## config.mk

```make
export PLATFORM = sky130hd
export DESIGN_NAME = alu8_core
export DESIGN_NICKNAME = d
export VERILOG_FILES = /design/src/rtl/alu8_pkg.sv /design/src/rtl/alu_bin_adder.sv /design/src/rtl/alu_bcd_digit.sv /design/src/rtl/alu_shift_logic.sv /design/src/rtl/alu8_core.sv
export SDC_FILE = /design/constraint.sdc
export NUM_CORES = 1
export LEC_CHECK = 0
export BUFFER_PORTS_ARGS = -buffer_cell sky130_fd_sc_hd__buf_2
export CORE_MARGIN = 5
export CORE_UTILIZATION = 60
export CTS_CLUSTER_DIAMETER = 30
export DETAILED_ROUTE_END_ITERATION = 12
export PLACE_DENSITY = 0.82
export REMOVE_ABC_BUFFERS = 1
export SKIP_CTS_REPAIR_TIMING = 1
export SLEW_MARGIN = 20
export SYNTH_ARGS = -nofsm -noshare
export SYNTH_HDL_FRONTEND = slang
export SYNTH_SLANG_ARGS = --single-unit
export TNS_END_PERCENT = 100
```

## constraint.sdc

```tcl
create_clock -name clk -period 7 [get_ports clk]
set_clock_uncertainty 0.15 [all_clocks]
set_input_delay 1.05 -clock clk [delete_from_list [all_inputs] [get_ports clk]]
set_output_delay 1.05 -clock clk [all_outputs]
set_load 0.03 [all_outputs]
```

## src/rtl/alu8_pkg.sv

```systemverilog
package alu8_pkg;
  localparam int OP_W = 4;
  localparam int FL_N = 4;

  typedef enum logic [OP_W-1:0] {
    OP_ADC = 4'd0,
    OP_SBC = 4'd1,
    OP_CMP = 4'd2,
    OP_AND = 4'd3,
    OP_OR  = 4'd4,
    OP_XOR = 4'd5,
    OP_SHL = 4'd6,
    OP_SHR = 4'd7,
    OP_ROL = 4'd8,
    OP_ROR = 4'd9,
    OP_INC = 4'd10,
    OP_DEC = 4'd11
  } alu_op_e;

  localparam int F_C = 0;
  localparam int F_Z = 1;
  localparam int F_N = 2;
  localparam int F_V = 3;

  function automatic logic [FL_N-1:0] upd_mask(input logic [OP_W-1:0] op);
    logic [FL_N-1:0] m;
    case (op)
      OP_ADC, OP_SBC:                 m = 4'b1111;
      OP_CMP, OP_SHL, OP_SHR,
      OP_ROL, OP_ROR:                 m = 4'b0111;
      OP_AND, OP_OR, OP_XOR,
      OP_INC, OP_DEC:                 m = 4'b0110;
      default:                        m = 4'b0000;
    endcase
    return m;
  endfunction
endpackage

```

## src/rtl/alu_bin_adder.sv

```systemverilog
module alu_bin_adder #(
  parameter int W = 8
) (
  input  logic [W-1:0] a_in,
  input  logic [W-1:0] b_in,
  input  logic         c_in,
  output logic [W-1:0] sum_out,
  output logic         c_out,
  output logic         v_out
);
  logic [W:0]   full_sum;
  logic [W-1:0] low_sum;

  always_comb begin
    full_sum = {1'b0, a_in} + {1'b0, b_in} + {{W{1'b0}}, c_in};
    low_sum  = {1'b0, a_in[W-2:0]} + {1'b0, b_in[W-2:0]} + {{(W-1){1'b0}}, c_in};
    sum_out  = full_sum[W-1:0];
    c_out    = full_sum[W];
    v_out    = full_sum[W] ^ low_sum[W-1];
  end
endmodule

```

## src/rtl/alu_bcd_digit.sv

```systemverilog
module alu_bcd_digit (
  input  logic       a_dig,
  input  logic [3:0] a_val,
  input  logic [3:0] b_val,
  input  logic       link_in,
  input  logic       do_sub,
  output logic [3:0] dig_out,
  output logic       link_out,
  output logic       below15
);
  logic [7:0] t;

  always_comb begin
    if (do_sub) begin
      t = {4'b0, a_val} - {4'b0, b_val} - {7'b0, link_in};
      if (t[4]) t = t - 8'd6;
      link_out = t[4];
    end else begin
      t = {4'b0, a_val} + {4'b0, b_val} + {7'b0, link_in};
      if (t > 8'd9) t = t + 8'd6;
      link_out = (t > 8'd15);
    end
    dig_out = t[3:0];
    below15 = (t < 8'd15) & a_dig;
  end
endmodule

```

## src/rtl/alu_shift_logic.sv

```systemverilog
module alu_shift_logic
  import alu8_pkg::*;
#(
  parameter int W = 8
) (
  input  logic [OP_W-1:0] op,
  input  logic [W-1:0]    a_in,
  input  logic [W-1:0]    m_in,
  input  logic            c_in,
  output logic [W-1:0]    res,
  output logic            c_out
);
  always_comb begin
    res   = m_in;
    c_out = 1'b0;
    case (op)
      OP_AND: res = a_in & m_in;
      OP_OR:  res = a_in | m_in;
      OP_XOR: res = a_in ^ m_in;
      OP_SHL: begin res = {m_in[W-2:0], 1'b0}; c_out = m_in[W-1]; end
      OP_SHR: begin res = {1'b0, m_in[W-1:1]}; c_out = m_in[0];   end
      OP_ROL: begin res = {m_in[W-2:0], c_in}; c_out = m_in[W-1]; end
      OP_ROR: begin res = {c_in, m_in[W-1:1]}; c_out = m_in[0];   end
      OP_INC: res = m_in + {{(W-1){1'b0}}, 1'b1};
      OP_DEC: res = m_in - {{(W-1){1'b0}}, 1'b1};
      default: res = m_in;
    endcase
  end
endmodule

```

## src/rtl/alu8_core.sv

```systemverilog
module alu8_core
  import alu8_pkg::*;
#(
  parameter int DIGITS = 2
) (
  input  logic                clk,
  input  logic                rst,
  input  logic [3:0]          op_sel,
  input  logic [4*DIGITS-1:0] acc_in,
  input  logic [4*DIGITS-1:0] opnd_in,
  input  logic                carry_in,
  input  logic                dec_mode,
  output logic [4*DIGITS-1:0] result_out,
  output logic                carry_out,
  output logic                zero_out,
  output logic                neg_out,
  output logic                ovf_out,
  output logic [3:0]          flag_upd
);
  localparam int W = 4 * DIGITS;

  // binary adder shared by add, subtract and compare
  logic         is_add, is_sub, is_cmp, is_arith, dec_arith;
  logic [W-1:0] add_b, add_sum;
  logic         add_cin, add_c, add_v;

  assign is_add    = (op_sel == OP_ADC);
  assign is_sub    = (op_sel == OP_SBC);
  assign is_cmp    = (op_sel == OP_CMP);
  assign is_arith  = is_add | is_sub;
  assign dec_arith = is_arith & dec_mode;
  assign add_b     = is_add ? opnd_in : ~opnd_in;
  assign add_cin   = is_cmp ? 1'b1 : carry_in;

  alu_bin_adder #(.W(W)) u_add (
    .a_in(acc_in), .b_in(add_b), .c_in(add_cin),
    .sum_out(add_sum), .c_out(add_c), .v_out(add_v)
  );

  // decimal digit chain
  logic [DIGITS:0]   bcd_link;
  logic [DIGITS-1:0] bcd_low;
  logic [W-1:0]      bcd_res;
  logic              bcd_c;

  assign bcd_link[0] = is_sub ? ~carry_in : carry_in;

  for (genvar g = 0; g < DIGITS; g++) begin : g_dig
    alu_bcd_digit u_dig (
      .a_dig   (g == DIGITS - 1),
      .a_val   (acc_in[4*g +: 4]),
      .b_val   (opnd_in[4*g +: 4]),
      .link_in (bcd_link[g]),
      .do_sub  (is_sub),
      .dig_out (bcd_res[4*g +: 4]),
      .link_out(bcd_link[g+1]),
      .below15 (bcd_low[g])
    );
  end

  assign bcd_c = is_sub ? bcd_low[DIGITS-1] : bcd_link[DIGITS];

  // logic / shift / step unit
  logic [W-1:0] sl_res;
  logic         sl_c;

  alu_shift_logic #(.W(W)) u_sl (
    .op(op_sel), .a_in(acc_in), .m_in(opnd_in), .c_in(carry_in),
    .res(sl_res), .c_out(sl_c)
  );

  // select and flag formation
  logic [W-1:0] res_d;
  logic         c_d, v_d;
  logic [3:0]   mask_d, fl_d;

  always_comb begin
    if (dec_arith) begin
      res_d = bcd_res;
      c_d   = bcd_c;
      v_d   = 1'b0;
    end else if (is_arith | is_cmp) begin
      res_d = add_sum;
      c_d   = add_c;
      v_d   = add_v;
    end else begin
      res_d = sl_res;
      c_d   = sl_c;
      v_d   = 1'b0;
    end
    mask_d     = upd_mask(op_sel);
    fl_d[F_C]  = c_d;
    fl_d[F_Z]  = (res_d == '0);
    fl_d[F_N]  = res_d[W-1] & ~dec_arith;
    fl_d[F_V]  = v_d;
    fl_d       = fl_d & mask_d;
  end

  always_ff @(posedge clk) begin
    if (rst) begin
      result_out <= '0;
      carry_out  <= 1'b0;
      zero_out   <= 1'b0;
      neg_out    <= 1'b0;
      ovf_out    <= 1'b0;
      flag_upd   <= '0;
    end else begin
      result_out <= res_d;
      carry_out  <= fl_d[F_C];
      zero_out   <= fl_d[F_Z];
      neg_out    <= fl_d[F_N];
      ovf_out    <= fl_d[F_V];
      flag_upd   <= mask_d;
    end
  end
endmodule

```

==> results of run 1 <==
[worst max-delay path, cell delays in order]
cell       delay, ns
buf_2           0.41
inv_1           0.34
nand3_1         0.19
buf_4           0.22
xnor2_1         0.12
ha_1            0.24
ha_1            0.34
nand2b_1        0.20
nor3_1          0.19
nand4_1         0.17
o311ai_1        0.21
a21oi_1         0.11
nand3_1         0.11
o31ai_1         0.12
ha_1            0.26
ha_1            0.36
inv_1           0.16
nand2_1         0.11
a211oi_1        0.25
a211oi_1        0.10
a311oi_1        0.28
o211ai_1        0.16
a2111oi_2       0.24
o2111a_1        0.24
[sequential cells by signal (all words and copies together), names as in the netlist]
register / flops
neg_out: 1
zero_out: 1
carry_out: 1
result_out: 8
ovf_out: 1
flag_upd: 3
[routing by layer]
layer | vias to the layer above | part of all wire [%] | GRT usage, %
met5 | - | 0 | 0
met4 | 0 | 3.2 | 9.68
met3 | 42 | 9.7 | 3.26
met2 | 276 | 47 | 44.5
met1 | 1929 | 40 | 35.6
li1 | 1993 | - | -
[cell usage in the layout (no fill, tap or decap), types with 7 or more instances in the layout]
cell      instances
a211oi_1         10
a21oi_1          41
a31oi_1          10
and3_1            7
buf_2            39
dfxtp_1          15
fa_1              8
ha_1             49
inv_1            42
mux2i_1           7
nand2_1          32
nand2b_1         11
nand3_1          12
nor2_1           43
nor2b_1           7
nor3_1           23
o211ai_1          9
o21a_1            7
o21ai_0          22
o22ai_1          10
xnor2_1          24
xor2_1            9
[final timing paths]
path              startpoint                  endpoint  slack [ns]  cells after the start
setup / recovery   op_sel[1]       zero_out$_SDFF_PP0_        0.84                     24
hold / removal           rst  result_out[3]$_SDFF_PP0_        0.96                      2
[through the flow]
stage | setup WS [ns] | hold slack (ns) | instances | cell area [um^2] | util (%)
6_report | 0.840 | 0.962 | 625 | 4080 | 65.0
2_1_floorplan | 1.59 | 0.969 | 504 | 3730 | -
3_5_place_dp | 0.786 | 1.22 | 621 | 4030 | 64.2
3_3_place_gp | 0.944 | 1.22 | 621 | 4030 | 64.2
4_1_cts | 1.04 | 0.946 | 625 | 4080 | 65.0
5_1_grt | 0.310 | 0.974 | 625 | 4080 | 65.0
[cells by family after synthesis]
| family | count (synthesis) |
|---|---|
| compound gates | 170 |
| xor+xnor | 35 |
| fa+ha+maj | 57 |
| buf+inv | 69 |
| flops | 15 |
| mux | 11 |
| simple gates | 172 |
[power by group]
group | internal (mW) | switching [mW]
Sequential | 0.0924 | 0.00158
Clock | 0.0402 | 0.0428
Combinational | 0.180 | 0.277
Total | 0.313 | 0.321
[layout make-up]
type                       count  area, um^2
clock buffer                   3        41.3
clock inverter                 1        7.51
fill                         563        2200
inverter                      44         165
multi-input combinational    445        3270
sequential                    15         300
tap                           77        96.3
timing repair buffer          40         203
==> reports/metrics.yaml, run 1 <==
status: "finished, final reports clean"
tightestPinTransition_ns: 0.935
drc: 0
period_share_pct: 88.0
synth_area_leaders: "ha_1, dfxtp_1, xnor2_1"
cts_tree: "done"
ys_ff_latch: 15
clockBufferDepth: 2
core_area_um2: 6280
fin_nets: 630
die-area_um2: 8110
grt_first_pass_wirelength_um: 18700
synthArstFlopShare_pct: 0
drt_iter0_drc: 565
drtAntennaViolNets: 0
dp_hpwl_um: 8760
dr.pass1.iters: 5
grt_use_total_pct: 26.8
syn_area_um2: 3840
cts.reportedPaths.clkPinSlew_ns: 0.07
synth_top_family_by_area: "compound AO/OA/AOI/OAI gates"
final-setup-viol-count: 0
ir_drop_uv: 104
die_w_um: 90.0
power_uw: 634
antenna_cells: 0
area_growth_pct: 6.12
cp.required_ns: 7.05
synthTopCellsByCount: "ha_1, nor2_1, inv_1, a21oi_1, nand2_1"
io_buffers: 39
cp_max_fo: 29
grt_pass1_vias: 3847
yosysSeqAreaShare_pct: 7.81
p_per_area_nw_per_um2: 155
clock-sinks: 15
layout-drive-gt1-share_pct: 10.8
antenna_found_initial: 0
wire_per_inst_um: 18.0
synth_ff_type: "dfxtp_1"
grt_max_degree: 30
place.gp.congestion: 0.985
synth_top_area_share_pct: 16.0
cts_htree_levels: 1
synthDistinctLibCells: 76
power.static_leakage_nw: 1.79
die_y_um: 90.0
ys_warn_count: 0
overflow: 0
relSlewSlack_pct: 37.3
maxSlewViolCount: 0
synthSimpleGateAreaFrac_pct: 22.5
syn_inst: 529
finalWirelength_um: 11300
synth-adder-area-share_pct: 20.1
synth_compound_area_share_pct: 30.2
rsz0062_at_grt: "false"
clock.fmax_mhz: 162
cts_inserted_buffers: 3
initial_core_util_pct: 61.2
hold_class: "in2reg"
vias_per_cell: 6.78
arrival_ns: 6.21
synthMuxAreaShare_pct: 3.39
synth_xor_area_share_pct: 8.69
ios: 40
synth_area_per_cell_um2: 7.27
fin_tns_setup_ns: 0
cp-start-kind: "input port"
vias: 4240
period_needed_ns: 6.16
maxCapViolations: 0
rows: 29
root_buffer: "clkbuf_8"
cp-end-kind: "register"
criticalPathCategory: "in2reg"
synth_edf_count: 0
synth_most_common_cell: "ha_1"
synth_area_leader_cell: "ha_1"
hold_viol: 0
(Power assumes the default switching activity.)
==> run 2: changes to the inputs <==
ABC_AREA = 1   (was unset)
PLACE_DENSITY = 0.83   (was 0.82)
==> run 2 against run 1 <==
Effect of this change: design area decreased by 7.2%; synthesized cell count increased by 1.5%; non-clock buffer count decreased by 1; setup slack improved by 0.78 ns; power decreased by 16%; hold slack improved by 0.018 ns; largest cell class unchanged.
==> reports/metrics.yaml, run 2 <==
dr.pass1.iters: 5  # unchanged
cts_tree: "done"  # unchanged
status: "finished, final reports clean"  # unchanged
min_to: "result_out[2]$_SDFF_PP0_"  # was result_out[3]$_SDFF_PP0_
period_needed_ns: 5.38  # was 6.16 ns
antenna_found_initial: 0  # unchanged
vias: 3692  # was 4,240
timing.hold.ws_ns: 0.980  # was 0.962 ns
rsz0062_at_grt: "false"  # unchanged
ys_warn_count: 0  # unchanged
synthSimpleGateAreaFrac_pct: 39.8  # was 22.5%
ys_ff_latch: 15  # unchanged
tightestPinTransition_ns: 0.636  # was 0.935 ns
clockBufferDepth: 2  # unchanged
regMostFlops: "result_out"  # unchanged
yosysSeqAreaShare_pct: 8.61  # was 7.81%
arrival_ns: 5.41  # was 6.21 ns
maxCapViolations: 0  # unchanged
ios: 40  # unchanged
drt_iter0_drc: 269  # was 565
dp_hpwl_um: 7980  # was 8760 um
dpl_cell_area_um2: 3740  # was 4030 um^2
final_area_um2: 3780  # was 4080 um^2
cp-end-kind: "register"  # unchanged
grt_use_total_pct: 25.6  # was 26.8%
synth_top_area_share_pct: 17.6  # was 16.0%
grt_pass1_vias: 3476  # was 3,847
relSlewSlack_pct: 57.5  # was 37.3%
critical_path.slowest_cell: "fa_1"  # was buf_2
internal_power_uw: 264  # was 313 uW
min_from: "rst"  # unchanged
finalWirelength_um: 9520  # was 11,300 um
cp.required_ns: 7.03  # was 7.05 ns
initial_core_util_pct: 62.5  # was 61.2%
die_y_um: 86.2  # was 90.0 um
synthMuxAreaShare_pct: 0  # was 3.39%
syn_area_um2: 3490  # was 3840 um^2
layout-drive-gt1-share_pct: 17.2  # was 10.8%
final_common_cell: "nand2_1"  # was ha_1
clock-sinks: 15  # unchanged
clockPowerShare_pct: 12.5  # was 13.1%
overflow: 0  # unchanged
synth_xor_area_share_pct: 4.52  # was 8.69%
synth_ff_type: "dfxtp_1"  # unchanged
comb_power_share_pct: 69.9  # was 72.1%
area_growth_pct: 8.58  # was 6.12%
synthTopCellsByCount: "nand2_1, inv_1, ha_1, nor2_1, nand3_1"  # was ha_1, nor2_1, inv_1, a21oi_1, nand2_1
synth_area_leaders: "ha_1, nand2_1, dfxtp_1"  # was ha_1, dfxtp_1, xnor2_1
syn_inst: 537  # was 529
power.static_leakage_nw: 2.01  # was 1.79 nW
rows: 27  # was 29
synth-adder-area-share_pct: 22.2  # was 20.1%
wire_per_inst_um: 14.7  # was 18.0 um
synth_compound_area_share_pct: 15.0  # was 30.2%
hold_viol: 0  # unchanged
vias_per_cell: 5.71  # was 6.78
grt_first_pass_wirelength_um: 15700  # was 18,700 um
cts_inserted_buffers: 3  # unchanged
antenna_cells: 0  # unchanged
synth_most_common_cell: "nand2_1"  # was ha_1
criticalPathCategory: "in2reg"  # unchanged
maxSlewViolCount: 0  # unchanged
grt_max_degree: 14  # was 30
switching_share_pct: 50.6  # was 50.7%
synth_area_per_cell_um2: 6.49  # was 7.27 um^2
p_per_area_nw_per_um2: 141  # was 155 nW/um^2
die-area_um2: 7430  # was 8110 um^2
io_buffers: 39  # unchanged
synthDistinctLibCells: 46  # was 76
core_area_um2: 5570  # was 6280 um^2
drtAntennaViolNets: 0  # unchanged
fin_tns_setup_ns: 0  # unchanged
cp-start-kind: "input port"  # unchanged
synth_top_family_by_area: "simple AND/OR/NAND/NOR gates"  # was compound AO/OA/AOI/OAI gates
final_cell_mix: "nand2_1, inv_1, ha_1"  # was ha_1, nor2_1, inv_1
drc: 0  # unchanged
cts_htree_levels: 1  # unchanged
root_buffer: "clkbuf_8"  # unchanged
cts.reportedPaths.clkPinSlew_ns: 0.05  # was 0.07 ns
place.gp.congestion: 0.969  # was 0.985
synth_area_leader_cell: "ha_1"  # unchanged
synth_edf_count: 0  # unchanged
clock.fmax_mhz: 186  # was 162 MHz
hold_class: "in2reg"  # unchanged
cp_max_fo: 10  # was 29
netSwitchingPower_uw: 270  # was 321 uW
slowest_delay_ns: 0.40  # was 0.41 ns
synthArstFlopShare_pct: 0  # unchanged
p_seq_share_pct: 17.6  # was 14.8%
top_regs: "result_out (8), flag_upd (3)"  # unchanged
ir_drop_uv: 133  # was 104 uV
largest_reg_flops: 8  # unchanged
period_share_pct: 76.9  # was 88.0%
die_w_um: 86.2  # was 90.0 um
min_path_cells: 2  # unchanged
fin_nets: 657  # was 630
final-setup-viol-count: 0  # unchanged
## run 2: cell types whose count changed after synthesis, moves of 18 or more
cell	previous run	this run
inv_1	42	73
nand2_1	32	119
nand3_1	12	42
nor3_1	23	5
xnor2_1	24	2
## run 2: logic make-up (layout without fill, tap and decap cells)
family	after synthesis	in the layout
simple gates	274	274
buf+inv	87	125
compound gates	86	86
fa+ha+maj	57	57
xor+xnor	18	18
flops	15	15
## run 2: final cells by class
type,count,area (um^2)
multi-input combinational,435,2840
clock buffer,4,45.0
sequential,15,300
inverter,82,313
fill,493,1790
tap,72,90.1
timing repair buffer,39,195
## run 2: stage by stage
step	util, %	setup slack, ns	power, mW	std cells
after floorplan	-	2.16	0.376	532
after global placement	67.1	1.68	0.448	643
after detailed placement	67.1	1.45	0.461	643
after CTS	67.9	1.69	0.530	647
after global routing	67.9	1.19	0.584	647
final	67.9	1.62	0.534	647
## run 2: how the worst max path moves through the flow
| stage | from | endpoint |
|---|---|---|
| after detailed placement | op_sel[1] | zero_out$_SDFF_PP0_ |
| final | op_sel[0] | zero_out$_SDFF_PP0_ |
| after CTS | op_sel[0] | zero_out$_SDFF_PP0_ |
| after global placement | op_sel[1] | zero_out$_SDFF_PP0_ |
| after floorplan | op_sel[1] | zero_out$_SDFF_PP0_ |
| after global routing | op_sel[1] | carry_out$_SDFF_PP0_ |
## run 2: per-layer routing
layer | track usage [%] | wire, um | up-vias
met1 | 34.2 | 4420 | 1692
met3 | 1.81 | 552 | 17
li1 | - | - | 1858
met2 | 43.5 | 4380 | 125
met5 | 0 | 0 | -
met4 | 8.50 | 176 | 0
## run 2: worst max-delay path, delay by kind of cell
kind,cells,cell delay (ns)
fa+ha+maj,5,1.37
compound gates,3,0.44
xor+xnor,2,0.60
simple gates,13,1.42
buf+inv,5,0.51
## run 2: power groups by stage
| stage | Combinational (mW) | Sequential (mW) | Clock (mW) |
|---|---|---|---|
| after floorplan | 0.265 | 0.111 | 0 |
| after global placement | 0.352 | 0.0954 | 0 |
| after detailed placement | 0.365 | 0.0958 | 0 |
| after CTS | 0.368 | 0.0939 | 0.0681 |
| after global routing | 0.418 | 0.0945 | 0.0710 |
| final | 0.373 | 0.0938 | 0.0670 |
==> run 3: changes to the inputs <==
ABC_AREA = 0   (was 1)
PLACE_DENSITY = 0.82   (was 0.83)
clock period = 5 ns   (was 7 ns; I/O delays follow)
==> run 3 against run 2 <==
Effect of this change: sequential share of layout area decreased by 1.5 points; highest routed layer unchanged; clock power increased by 76%; setup slack got worse by 1.4 ns; largest cell class unchanged; critical path type unchanged.
==> reports/metrics.yaml, run 3 (synthesis results as in run 1) <==
largest_reg_flops: 8  # unchanged
ir_drop_uv: 140  # was 133 uV
io_buffers: 39  # unchanged
overflow: 0  # unchanged
core_area_um2: 6280  # was 5570 um^2
cts_inserted_buffers: 3  # unchanged
layout-drive-gt1-share_pct: 23.7  # was 17.2%
p_per_area_nw_per_um2: 228  # was 141 nW/um^2
fin_tns_setup_ns: 0  # unchanged
hold_viol: 0  # unchanged
maxSlewViolCount: 0  # unchanged
hold_class: "in2reg"  # unchanged
crit_path_start: "opnd_in[0]"  # was op_sel[0]
place.gp.congestion: 0.980  # was 0.969
ios: 40  # unchanged
drc: 0  # unchanged
crit_end: "zero_out$_SDFF_PP0_"  # unchanged
root_buffer: "clkbuf_8"  # unchanged
criticalPathCategory: "in2reg"  # unchanged
post-place-ws_ns: -0.211  # was 1.45 ns
grt_max_degree: 29  # was 14
antenna_found_initial: 0  # unchanged
period_needed_ns: 4.79
arrival_ns: 4.87  # was 5.41 ns
vias: 4504  # was 3,692
fill_cells: 470  # was 493
top_regs: "result_out (8), flag_upd (3)"  # unchanged
place_inst: 661  # was 643
regMostFlops: "result_out"  # unchanged
fin_nets: 677  # was 657
cp-end-kind: "register"  # unchanged
clockBufferDepth: 2  # unchanged
relSlewSlack_pct: 42.8  # was 57.5%
period_share_pct: 95.9
antenna_cells: 0  # unchanged
grt_use_total_pct: 28.2  # was 25.6%
rows: 29  # was 27
setup_slack_ns: 0.207  # was 1.62 ns
tightestPinTransition_ns: 0.851  # was 0.636 ns
maxCapViolations: 0  # unchanged
fin_cells: 672  # was 647
die-area_um2: 8110  # was 7430 um^2
cp-start-kind: "input port"  # unchanged
cp_max_fo: 5  # was 10
grt_first_pass_wirelength_um: 19700  # was 15,700 um
cp.required_ns: 5.08  # was 7.03 ns
die_y_um: 90.0  # was 86.2 um
cts.reportedPaths.clkPinSlew_ns: 0.09  # was 0.05 ns
final_cell_mix: "buf_4, nor2_1, inv_1, ha_1"  # was nand2_1, inv_1, ha_1
cts_htree_levels: 1  # unchanged
drtAntennaViolNets: 0  # unchanged
status: "finished, final reports clean"  # unchanged
clock-sinks: 15  # unchanged
final_util_pct: 74.3  # was 67.9%
grt_pass1_vias: 4244  # was 3,476
wire_per_inst_um: 18.9  # was 14.7 um
multi_input_area_um2: 3500  # was 2840 um^2
vias_per_cell: 6.70  # was 5.71
final_common_cell: "buf_4"  # was nand2_1
final-seq-area_um2: 300  # unchanged
power_mw: 1.06  # was 534 uW
area_growth_pct: 21.3  # was 8.58%
initial_core_util_pct: 61.2  # was 62.5%
cts_tree: "done"  # unchanged
final-setup-viol-count: 0  # unchanged
finalWirelength_um: 12700  # was 9520 um
drt_iter0_drc: 646  # was 269
dp_hpwl_um: 9500  # was 7980 um
power.static_leakage_nw: 2.07  # was 2.01 nW
clock.fmax_mhz: 209
die_w_um: 90.0  # was 86.2 um
dr.pass1.iters: 6  # was 5
run 3: cell types whose count changed in the layout (fill, tap and decap cells not counted), moves of 17 or more:
cell     previous run  this run
nor3_1              5        22
nand3_1            42        10
inv_1              73        41
xnor2_1             2        20
buf_4               0        48
nand2_1           119        30
run 3: final cells by class:
type / instances / share of cell area (%)
multi-input combinational: 445 / 75.0
inverter: 44 / 3.54
sequential: 15 / 6.44
clock buffer: 3 / 0.886
timing repair buffer: 87 / 11.9
tap: 77 / 2.07
clock inverter: 1 / 0.161
run 3: through the flow:
step | hold WS, ns | area (um^2)
floorplan | 0.669 | 3730
global placement | 0.917 | 4330
detailed placement | 0.914 | 4330
CTS | 0.653 | 4380
global route | 0.655 | 4660
finish | 0.651 | 4660
run 3: how the worst min path moves through the flow:
stage | from | endpoint | cells after the start
global route | rst | result_out[0]$_SDFF_PP0_ | 2
finish | rst | result_out[1]$_SDFF_PP0_ | 2
CTS | rst | result_out[0]$_SDFF_PP0_ | 2
floorplan | rst | flag_upd[0]$_SDFF_PP0_ | 1
global placement | rst | result_out[0]$_SDFF_PP0_ | 2
detailed placement | rst | result_out[0]$_SDFF_PP0_ | 2
run 3: critical path: stages:
cell and delay [ns]:
buf_2 0.10, ha_2 0.19, inv_1 0.06, fa_1 0.51, inv_1 0.08, ha_4 0.25
nand2b_4 0.16, nor3_1 0.14, nand4_1 0.18, o311ai_4 0.15, a21oi_2 0.09, nand3_2 0.10
o31ai_4 0.08, ha_2 0.23, ha_4 0.19, buf_4 0.14, nand2_2 0.08, nand2b_1 0.07
ha_1 0.27, inv_1 0.03, a311oi_1 0.23, o211ai_1 0.16, a2111oi_2 0.38, o2111a_1 0.22
run 3: per-layer routing:
layer / global-route usage [%] / up-vias / wire length, um
li1: - / 2085 / -
met5: 0 / - / 0
met3: 3.59 / 70 / 1220
met2: 47.3 / 286 / 5970
met1: 34.5 / 2063 / 4800
met4: 16.1 / 0 / 752
run 3: power by group:
part           switching, mW  internal [mW]  total, mW
clock                 0.0611         0.0565      0.118
sequential           0.00246          0.129      0.132
combinational          0.455          0.360      0.815
total                  0.518          0.546       1.06
